--- src/rtl/am_pkg.sv ---
package am_pkg;

  localparam int NUM_STAGES = 4;

  // Quarter-wave sine sample at the centre of bin idx, using a rational
  // approximation that needs only integer arithmetic at elaboration.
  function automatic int quarter_sine(int idx, int size, int amp);
    longint a;
    longint d;
    longint p;
    longint num;
    longint den;
    a   = 2 * longint'(idx) + 1;
    d   = 4 * longint'(size);
    p   = a * (d - a);
    num = 16 * p * longint'(amp);
    den = 5 * d * d - 4 * p;
    return int'(num / den);
  endfunction

  // Clocks between updates of the first stage: product of all later factors.
  function automatic int rate_span(logic [63:0] factors, int num);
    int prod;
    prod = 1;
    for (int s = 1; s < num; s++) begin
      prod = prod * int'(factors[8*s +: 8]);
    end
    return prod;
  endfunction

endpackage

--- src/rtl/am_rate_timebase.sv ---
module am_rate_timebase #(
  parameter int                NUM     = 4,
  parameter logic [NUM*8-1:0]  FACTORS = {8'd8, 8'd8, 8'd8, 8'd10}
) (
  input  logic           clk,
  input  logic           rst_n,
  output logic [NUM-1:0] tick_o
);

  logic [NUM-1:1] wrap;

  assign tick_o[NUM-1] = 1'b1;

  for (genvar s = 0; s < NUM - 1; s++) begin : g_tick
    assign tick_o[s] = &wrap[NUM-1:s+1];
  end

  for (genvar s = 1; s < NUM; s++) begin : g_cnt
    localparam logic [7:0] F = FACTORS[8*s +: 8];
    logic [7:0] cnt_q;
    logic [7:0] cnt_d;

    assign wrap[s] = (cnt_q == F - 8'd1);

    always_comb begin
      cnt_d = cnt_q;
      if (tick_o[s]) begin
        cnt_d = wrap[s] ? 8'd0 : cnt_q + 8'd1;
      end
    end

    always_ff @(posedge clk or negedge rst_n) begin
      if (!rst_n) begin
        cnt_q <= 8'd0;
      end else begin
        cnt_q <= cnt_d;
      end
    end
  end

endmodule

--- src/rtl/am_interp_stage.sv ---
module am_interp_stage #(
  parameter int W    = 16,
  parameter int TAPS = 4
) (
  input  logic                clk,
  input  logic                rst_n,
  input  logic                tick_i,
  input  logic signed [W-1:0] din,
  output logic signed [W-1:0] dout
);

  localparam int SHIFT = $clog2(TAPS);
  localparam int SW    = W + SHIFT;

  logic signed [W-1:0]  hist_q [TAPS-1];
  logic signed [W-1:0]  hist_d [TAPS-1];
  logic signed [SW-1:0] sum;
  logic signed [W-1:0]  out_q;
  logic signed [W-1:0]  out_d;

  always_comb begin
    sum = SW'(din);
    for (int i = 0; i < TAPS - 1; i++) begin
      sum = sum + SW'(hist_q[i]);
    end
    out_d     = W'(sum >>> SHIFT);
    hist_d[0] = din;
    for (int i = 1; i < TAPS - 1; i++) begin
      hist_d[i] = hist_q[i-1];
    end
  end

  always_ff @(posedge clk or negedge rst_n) begin
    if (!rst_n) begin
      for (int i = 0; i < TAPS - 1; i++) begin
        hist_q[i] <= '0;
      end
      out_q <= '0;
    end else if (tick_i) begin
      hist_q <= hist_d;
      out_q  <= out_d;
    end
  end

  assign dout = out_q;

endmodule

--- src/rtl/am_dds.sv ---
module am_dds
  import am_pkg::*;
#(
  parameter int                   PHASE_W = 32,
  parameter logic [PHASE_W-1:0]   TUNE    = 32'd34359738,
  parameter int                   AW      = 6,
  parameter int                   W       = 16,
  parameter int                   AMP     = 16383
) (
  input  logic                clk,
  input  logic                rst_n,
  output logic signed [W-1:0] car_o
);

  localparam int DEPTH = 1 << AW;

  logic [W-1:0]        rom [DEPTH];
  logic [PHASE_W-1:0]  phase_q;
  logic [PHASE_W-1:0]  phase_d;
  logic [1:0]          quad;
  logic [AW-1:0]       idx;
  logic [AW-1:0]       addr;
  logic signed [W-1:0] mag;
  logic signed [W-1:0] car_d;
  logic signed [W-1:0] car_q;

  for (genvar i = 0; i < DEPTH; i++) begin : g_rom
    assign rom[i] = W'(quarter_sine(i, DEPTH, AMP));
  end

  always_comb begin
    phase_d = phase_q + TUNE;
    quad    = phase_q[PHASE_W-1 -: 2];
    idx     = phase_q[PHASE_W-3 -: AW];
    addr    = quad[0] ? ~idx : idx;
    mag     = $signed(rom[addr]);
    car_d   = quad[1] ? -mag : mag;
  end

  always_ff @(posedge clk or negedge rst_n) begin
    if (!rst_n) begin
      phase_q <= '0;
      car_q   <= '0;
    end else begin
      phase_q <= phase_d;
      car_q   <= car_d;
    end
  end

  assign car_o = car_q;

endmodule

--- src/rtl/am_modulator.sv ---
module am_modulator #(
  parameter int W  = 16,
  parameter int IW = 16
) (
  input  logic                clk,
  input  logic                rst_n,
  input  logic signed [W-1:0] msg_i,
  input  logic [IW-1:0]       idx_i,
  input  logic                en_i,
  input  logic signed [W-1:0] car_i,
  output logic [IW-1:0]       env_o,
  output logic signed [W-1:0] dac_o
);

  localparam int F   = IW - 1;
  localparam int KMW = W + IW + 1;
  localparam int SW  = KMW + 1;
  localparam int PW  = W + IW + 1;
  localparam logic signed [SW-1:0] ONE_S   = SW'(1) <<< F;
  localparam logic signed [SW-1:0] ENV_MAX = (SW'(1) <<< IW) - SW'(1);
  localparam logic [IW-1:0]        ONE_U   = IW'(1) << F;

  logic signed [KMW-1:0] km;
  logic signed [SW-1:0]  env_sum;
  logic [IW-1:0]         env_d;
  logic [IW-1:0]         env_q;
  logic signed [PW-1:0]  prod;
  logic signed [W-1:0]   dac_d;
  logic signed [W-1:0]   dac_q;

  always_comb begin
    km      = $signed({1'b0, idx_i}) * msg_i;
    env_sum = ONE_S + SW'(km >>> (W - 1));
    if (!en_i) begin
      env_d = ONE_U;
    end else if (env_sum < 0) begin
      env_d = '0;
    end else if (env_sum > ENV_MAX) begin
      env_d = '1;
    end else begin
      env_d = IW'(env_sum);
    end
    prod  = car_i * $signed({1'b0, env_q});
    dac_d = W'(prod >>> F);
  end

  always_ff @(posedge clk or negedge rst_n) begin
    if (!rst_n) begin
      env_q <= '0;
      dac_q <= '0;
    end else begin
      env_q <= env_d;
      dac_q <= dac_d;
    end
  end

  assign env_o = env_q;
  assign dac_o = dac_q;

endmodule

--- src/rtl/am_interp_mod.sv ---
module am_interp_mod
  import am_pkg::*;
#(
  parameter int                        SAMPLE_W = 16,
  parameter int                        IDX_W    = 16,
  parameter logic [NUM_STAGES*8-1:0]   FACTORS  = {8'd8, 8'd8, 8'd8, 8'd10},
  parameter int                        TAPS     = 4,
  parameter int                        PHASE_W  = 32,
  parameter logic [PHASE_W-1:0]        TUNE     = 32'd34359738,
  parameter int                        LUT_AW   = 6,
  parameter int                        CAR_AMP  = 16383
) (
  input  logic                       clk,
  input  logic                       rst_n,
  input  logic signed [SAMPLE_W-1:0] audio_i,
  input  logic                       audio_vld_i,
  input  logic [IDX_W-1:0]           mod_idx_i,
  input  logic                       en_i,
  output logic signed [SAMPLE_W-1:0] dac_o
);

  localparam int NUM      = NUM_STAGES;
  localparam int TICK_GAP = rate_span(64'(FACTORS), NUM);

  logic                       rst_meta_q;
  logic                       rst_q;
  logic signed [SAMPLE_W-1:0] audio_q;
  logic signed [SAMPLE_W-1:0] audio_d;
  logic [NUM-1:0]             tick;
  logic signed [SAMPLE_W-1:0] chain [NUM+1];
  logic signed [SAMPLE_W-1:0] car_w;
  logic [IDX_W-1:0]           env_w;

  // Reset: asserted at once, released after two clock edges.
  always_ff @(posedge clk or negedge rst_n) begin
    if (!rst_n) begin
      rst_meta_q <= 1'b0;
      rst_q      <= 1'b0;
    end else begin
      rst_meta_q <= 1'b1;
      rst_q      <= rst_meta_q;
    end
  end

  always_comb begin
    audio_d = audio_vld_i ? audio_i : audio_q;
  end

  always_ff @(posedge clk or negedge rst_q) begin
    if (!rst_q) begin
      audio_q <= '0;
    end else begin
      audio_q <= audio_d;
    end
  end

  am_rate_timebase #(
    .NUM     (NUM),
    .FACTORS (FACTORS)
  ) timebase_i (
    .clk    (clk),
    .rst_n  (rst_q),
    .tick_o (tick)
  );

  assign chain[0] = audio_q;

  for (genvar s = 0; s < NUM; s++) begin : g_stage
    am_interp_stage #(
      .W    (SAMPLE_W),
      .TAPS (TAPS)
    ) stage_i (
      .clk    (clk),
      .rst_n  (rst_q),
      .tick_i (tick[s]),
      .din    (chain[s]),
      .dout   (chain[s+1])
    );
  end

  am_dds #(
    .PHASE_W (PHASE_W),
    .TUNE    (TUNE),
    .AW      (LUT_AW),
    .W       (SAMPLE_W),
    .AMP     (CAR_AMP)
  ) dds_i (
    .clk   (clk),
    .rst_n (rst_q),
    .car_o (car_w)
  );

  am_modulator #(
    .W  (SAMPLE_W),
    .IW (IDX_W)
  ) mod_i (
    .clk   (clk),
    .rst_n (rst_q),
    .msg_i (chain[NUM]),
    .idx_i (mod_idx_i),
    .en_i  (en_i),
    .car_i (car_w),
    .env_o (env_w),
    .dac_o (dac_o)
  );

endmodule

--- config.mk ---
export PLATFORM = sky130hd
export DESIGN_NAME = am_interp_mod
export DESIGN_NICKNAME = d
export VERILOG_FILES = /design/src/rtl/am_pkg.sv /design/src/rtl/am_rate_timebase.sv /design/src/rtl/am_interp_stage.sv /design/src/rtl/am_dds.sv /design/src/rtl/am_modulator.sv /design/src/rtl/am_interp_mod.sv
export SDC_FILE = /design/constraint.sdc
export NUM_CORES = 2
export LEC_CHECK = 0
export ABC_AREA = 0
export BUFFER_PORTS_ARGS = -buffer_cell sky130_fd_sc_hd__buf_4
export CORE_UTILIZATION = 35
export CTS_BUF_LIST = sky130_fd_sc_hd__clkbuf_16
export CTS_CLUSTER_SIZE = 24
export DETAILED_ROUTE_END_ITERATION = 12
export SLEW_MARGIN = 10
export SYNTH_ARGS = -nofsm -noshare
export SYNTH_HDL_FRONTEND = slang
export SYNTH_SLANG_ARGS = --single-unit
--- constraint.sdc ---
create_clock -name clk -period 14.03 [get_ports clk]
set_clock_uncertainty 0.15 [all_clocks]
set_input_delay 1.403 -clock clk [delete_from_list [all_inputs] [get_ports clk]]
set_output_delay 1.403 -clock clk [all_outputs]
set_load 0.005 [all_outputs]
Word level (Yosys, flattened, before mapping)
Memory sizes are Yosys's and may differ from the RTL's.
Cells that the tools add are included.

word-level totals
  bits in read-only memories = 1,024
  flip-flop bits (word level) = 378
  output and inout port bits = 16
  word-level logic and storage cells = 67
  input port bits = 36
  latch bits = 0
  memory bits (writable) = 0
  memories = 1

memories
  name              depth  bits a word  rd ports  clocked after Yosys merged registers in  write ports  line          source
  (name not given)  64     16           1         0                                        0            am_dds.sv:36  mag = $signed(rom[addr]);

operators by class
  bitwise operators = 2
  magnitude comparators = 3
  muxes and demuxes = 10
  multipliers = 2
  shifts and indexed selects = 0
  equal/unequal tests = 3
  div/mod/pow operators = 0
  reductions and logical operators = 2
  add/sub/neg operators = 18

operator list
  cell                    count
  $mux 16                 6
  $add 17x16->18          4
  $add 18x16->18          4
  $add 16x16->17          4
  $gt 34x17->1 const B    1
  $lt 34x1->1 const B     1
  $mul 17x16->33          1
  $add 32x26->32 const B  1
  $mul 16x17->31          1
  $add 8x1->8 const B     3
  $eq 8x3->1 const B      3
  $mux 8                  3
  $add 17x18->19 const A  1
  $neg 16->16             1
  $ge 7x7->1 const B      1
  $not 6->7               1
  $mux 6                  1
  $not 6->6               1
  $reduce_and 3->1        1
  $reduce_and 2->1        1

Logic depth before layout (Yosys ltp)
  word-level depth = 8
  gate-level depth with buffers = 32
  gate-level depth less buffers = 31

By module
From an unflattened synthesis, not the netlist that was laid out.

second synthesis, totals
  cells, all modules = 4,487
  area, all modules = 41,013.1 µm²

modules (own cells, without submodules)
  module            cells each  seq. area each (µm²)  area an instance (µm²)  instances
  am_modulator      2,008       800.8                 18,109.9                1
  am_interp_stage   449         1,601.5               4,145.2                 4
  am_dds            538         1,176.1               4,416.7                 1
  am_rate_timebase  108         600.6                 1,202.4                 1
  am_interp_mod     37          450.4                 703.2                   1

Worst setup path before layout
OpenSTA, ideal clock, no wires.

  kind = input-to-reg
  from = in mod_idx_i[6]
  to = reg mod_i.env_q[10] (netlist: mod_i.env_o[10])
  required time = 13.754 ns
  path buffers = 2
  stages = 27
  setup time = 0.126 ns
  arrival time = 8.309 ns
  slack = 5.445 ns
  path through = clkbuf_1 and2_1 fa_1 inv_1 fa_1 fa_1 inv_1 fa_1 fa_1 inv_1 fa_1 inv_1 ha_1 nand2_1 nor3_2 a221oi_2 a2111oi_2 o2111ai_2 a211oi_2 o21a_1 nor2_1 xnor2_1 ha_1 or4_1 o211ai_1 buf_2 a21oi_1

on the way
  longest elaborated chain between the ends = 6
  elaborated cells between the ends (all ways) = 7
  classes of those cells = add/sub: 1; mul: 1; order compare: 2; mux: 3

ends and longest elaborated chain
  what                    line                 source
  start: declaration      am_interp_mod.sv:17  input logic [IDX_W-1:0] mod_idx_i,
  $mul 17x16->33 (*)      am_modulator.sv:32   km = $signed({1'b0, idx_i}) * msg_i;
  $add 17x18->19 (*)      am_modulator.sv:33   env_sum = ONE_S + SW'(km >>> (W - 1));
  $gt 34x17->1            am_modulator.sv:38   end else if (env_sum > ENV_MAX) begin
  $mux 16                 am_modulator.sv:38
  $mux 16 (*)             am_modulator.sv:36   end else if (env_sum < 0) begin
  $mux 16 (*)             am_modulator.sv:34   if (!en_i) begin
  net mod_i.env_d[10]     am_modulator.sv:25   logic [IW-1:0] env_d;
  end signal: assignment  am_modulator.sv:52   env_q <= env_d;
  end: declaration        am_modulator.sv:26   logic [IW-1:0] env_q;

Mark *: on every way through the listed nets, which the timed path passes. The rest lies on a longest branch.
A chain may end at the register's enable or synchronous reset.

Worst setup path in the final report
  from = in mod_idx_i[6]
  to = reg mod_i.env_q[15] (netlist: mod_i.env_o[15])

The elaborated chain is that of the path after synthesis.

==> impl_metrics.tcl <==
set metrics [dict create \
    outcome "finished with violations" \
    violations "hold timing" \
    rows 117 \
    crit_fanout 16 \
    post-cts-setup-buffers 0 \
    cts_sinks 377 \
    hold_buffers 0 \
    htreeDepth 2 \
    max-slew-margin-rel 0.298 \
    avgSynthCellArea_um2 9.61 \
    dp_cells 5080 \
    period_needed_ns 8.93 \
    power_density_nw_per_um2 60.7 \
    wire_per_inst_um 14.4 \
    core_um2 102000 \
    clkSlewWorstSetupHoldPaths_ns 0.06 \
    dr.max_layer_used "met4" \
    clk_path_buf_depth 3 \
    r2r_cells 28 \
    avgViaCountPerCell 4.74 \
    whs_ns -0.000256 \
    synth-edff-count 0 \
    drt_iter0_drc 1204 \
    fill_cells 10100 \
    holdCritPathClass "reg2async" \
    crit_family "adder cells" \
    rsz0062_at_grt "false" \
    num-nets-final 4615 \
    syn-cell-area_um2 36400 \
    setup_tns_ns 0 \
    path_buf_inv 6 \
    power_leakage_nw 20.1 \
    cap_viol_max_count 0 \
    wl_met3_mm 2.06 \
    port_buffers 51 \
    routabilityCongestion 0.832 \
    crit_top_cell "fa_1" \
    startpoint_type "primary input" \
    synthArstFlopShare 1.00 \
    rr_endpoint "mod_i.env_o[15]" \
    fp.dieH_um 324 \
    hpwlAfterDp_mm 56.3 \
    grt_pass1_wl_mm 130 \
    ys.flop_type "dfrtp_1" \
    reg2reg_from "g_stage[3].stage_i.dout[6]" \
    drc 0 \
    grt.overflow.total 0 \
    antenna_found_initial 0 \
    grt_pass1_vias 25700 \
    tightestPinTransition_ns 1.05 \
    die_w_um 324 \
    endpoint_kind "flip-flop" \
    grt_max_degree 83 \
    required_ns 14.35 \
    syn-num-nets 4641 \
    post-route-period-util 0.636 \
    synth_cells 3786 \
    start_util 0.355 \
    finalHoldViolations 1 \
    synth-seq-cells 377 \
    peakVddDrop_mv 0.0975 \
    io_pins 52 \
    mostFrequentLayoutCell "nand2_1" \
    die_area_um2 105000 \
    rrSetupSlack_ns 5.34 \
    crit_slowest_cell "o211ai_1" \
    critPathKind "in2reg" \
    drive_gt1_frac 0.0511 \
    clock_latency_ns 0.60 \
    yosysSeqAreaShare 0.259 \
    detail-route-antenna-nets 0 \
    setup_violations 0 \
    slowest_delay_ns 0.69 \
    crit_start "mod_idx_i[6]" \
    fin_cells 5163 \
    synth_warnings 0 \
    arrival_ns 9.25 \
    mostFrequentLayoutCells "nand2_1, inv_1, fa_1" \
    dr_wl_met2_mm 36.7 \
    fmax_mhz 112 \
    vias 24500 \
    area_growth_syn_to_layout_pct 8.75 \
    cts_tree "done" \
    dr.pass1.iters 7 \
    drt-met1-wl_mm 34.3 \
    cts_root_buf "clkbuf_16" \
    numCtsBuffers 45 \
    cts_resized 0 \
    grt_use_total 0.147 \
    wl_mm 74.5 \
    ys_types 79 \
    diodes 0 \
    drv_slew 0 \
]
[state kept, by name, summed over array words and instances (netlist names), 16 cells and up]
name                    flops
g_stage.stage_i.hist_q     64
mod_i.dac_o                16
g_stage.stage_i.dout       64
mod_i.env_o                16
timebase_i.g_cnt.cnt_q     24
g_stage.stage_i.hist_d    128
dds_i.car_o                16
dds_i.phase_q              31
audio_q                    16
[per-layer routing]
metal  vias to the layer above  global-route usage
li1                      11800                   -
met1                     12300               0.199
met2                       323               0.253
met3                        87              0.0147
met4                         0              0.0351
met5                         -                   0
[metrics by stage]
step | util | worst slack, ns | instance area, µm² | total power [mW]
final | 0.387 | 5.10 | 39600 | 2.40
after global routing | 0.387 | 4.77 | 39600 | 2.51
after CTS | 0.386 | 5.03 | 39500 | 2.45
after detailed placement | 0.372 | 4.41 | 38100 | 1.26
after global placement | 0.372 | 4.49 | 38100 | 1.26
after floorplan | - | 2.59 | 36400 | 1.22
[power by group]
group	total, mW	switching (mW)	internal, mW
Clock	1.16	0.496	0.666
Combinational	0.141	0.0858	0.0550
Sequential	1.10	0.00614	1.09
[cells in the mapped netlist (23+ instances only)]
library cell / n / share of area
nor3_1: 36 / 0.0050
xnor2_1: 102 / 0.025
inv_1: 536 / 0.055
a21o_1: 23 / 0.0047
and2_1: 229 / 0.039
nand2_1: 813 / 0.084
xor2_1: 55 / 0.013
ha_1: 301 / 0.10
nand2b_1: 35 / 0.0060
dfrtp_1: 377 / 0.26
clkbuf_1: 124 / 0.013
nand3_1: 42 / 0.0058
nor2_1: 108 / 0.011
fa_1: 518 / 0.29
a21oi_1: 105 / 0.014
o21ai_0: 101 / 0.014
[layout make-up]
class	count	area [µm²]	area share
Multi-Input combinational cell	2723	24400	0.616
Inverter	539	2020	0.0511
Sequential cell	377	9440	0.239
Timing Repair Buffer	74	556	0.0140
Clock buffer	45	1130	0.0285
Clock inverter	37	338	0.00854
Tap cell	1368	1710	0.0433
[worst max path at each step]
stage,endpoint,cells after the start
final,mod_i.env_o[15],29
after global routing,mod_i.env_o[15],29
after CTS,mod_i.env_o[15],28
after detailed placement,mod_i.env_o[15],28
after global placement,mod_i.env_o[15],27
after floorplan,audio_q[0],0
[logic make-up (layout without fill, tap and decap cells)]
| group | after synthesis | after routing | synth area share |
|---|---|---|---|
| buffers and inverters | 686 | 695 | 0.0718 |
| other | 1 | 1 | 0.000103 |
| and+or+nand+nor | 1346 | 1346 | 0.167 |
| adders and majority gates | 819 | 819 | 0.389 |
| AOI/OAI and AO/OA | 377 | 377 | 0.0665 |
| DFF | 377 | 377 | 0.259 |
| muxes | 20 | 20 | 0.00674 |
| xor gates and xnor gates | 160 | 160 | 0.0398 |
[worst register-to-register path: cells and delay by family (launching register included)]
family	cells	cell delay (ns)
AOI/OAI and AO/OA	7	2.28
xor gates and xnor gates	2	0.32
adders and majority gates	8	3.59
buffers and inverters	5	0.48
DFF	1	0.62
and+or+nand+nor	6	1.13
No activity file was read; power rests on OpenSTA's default activity.
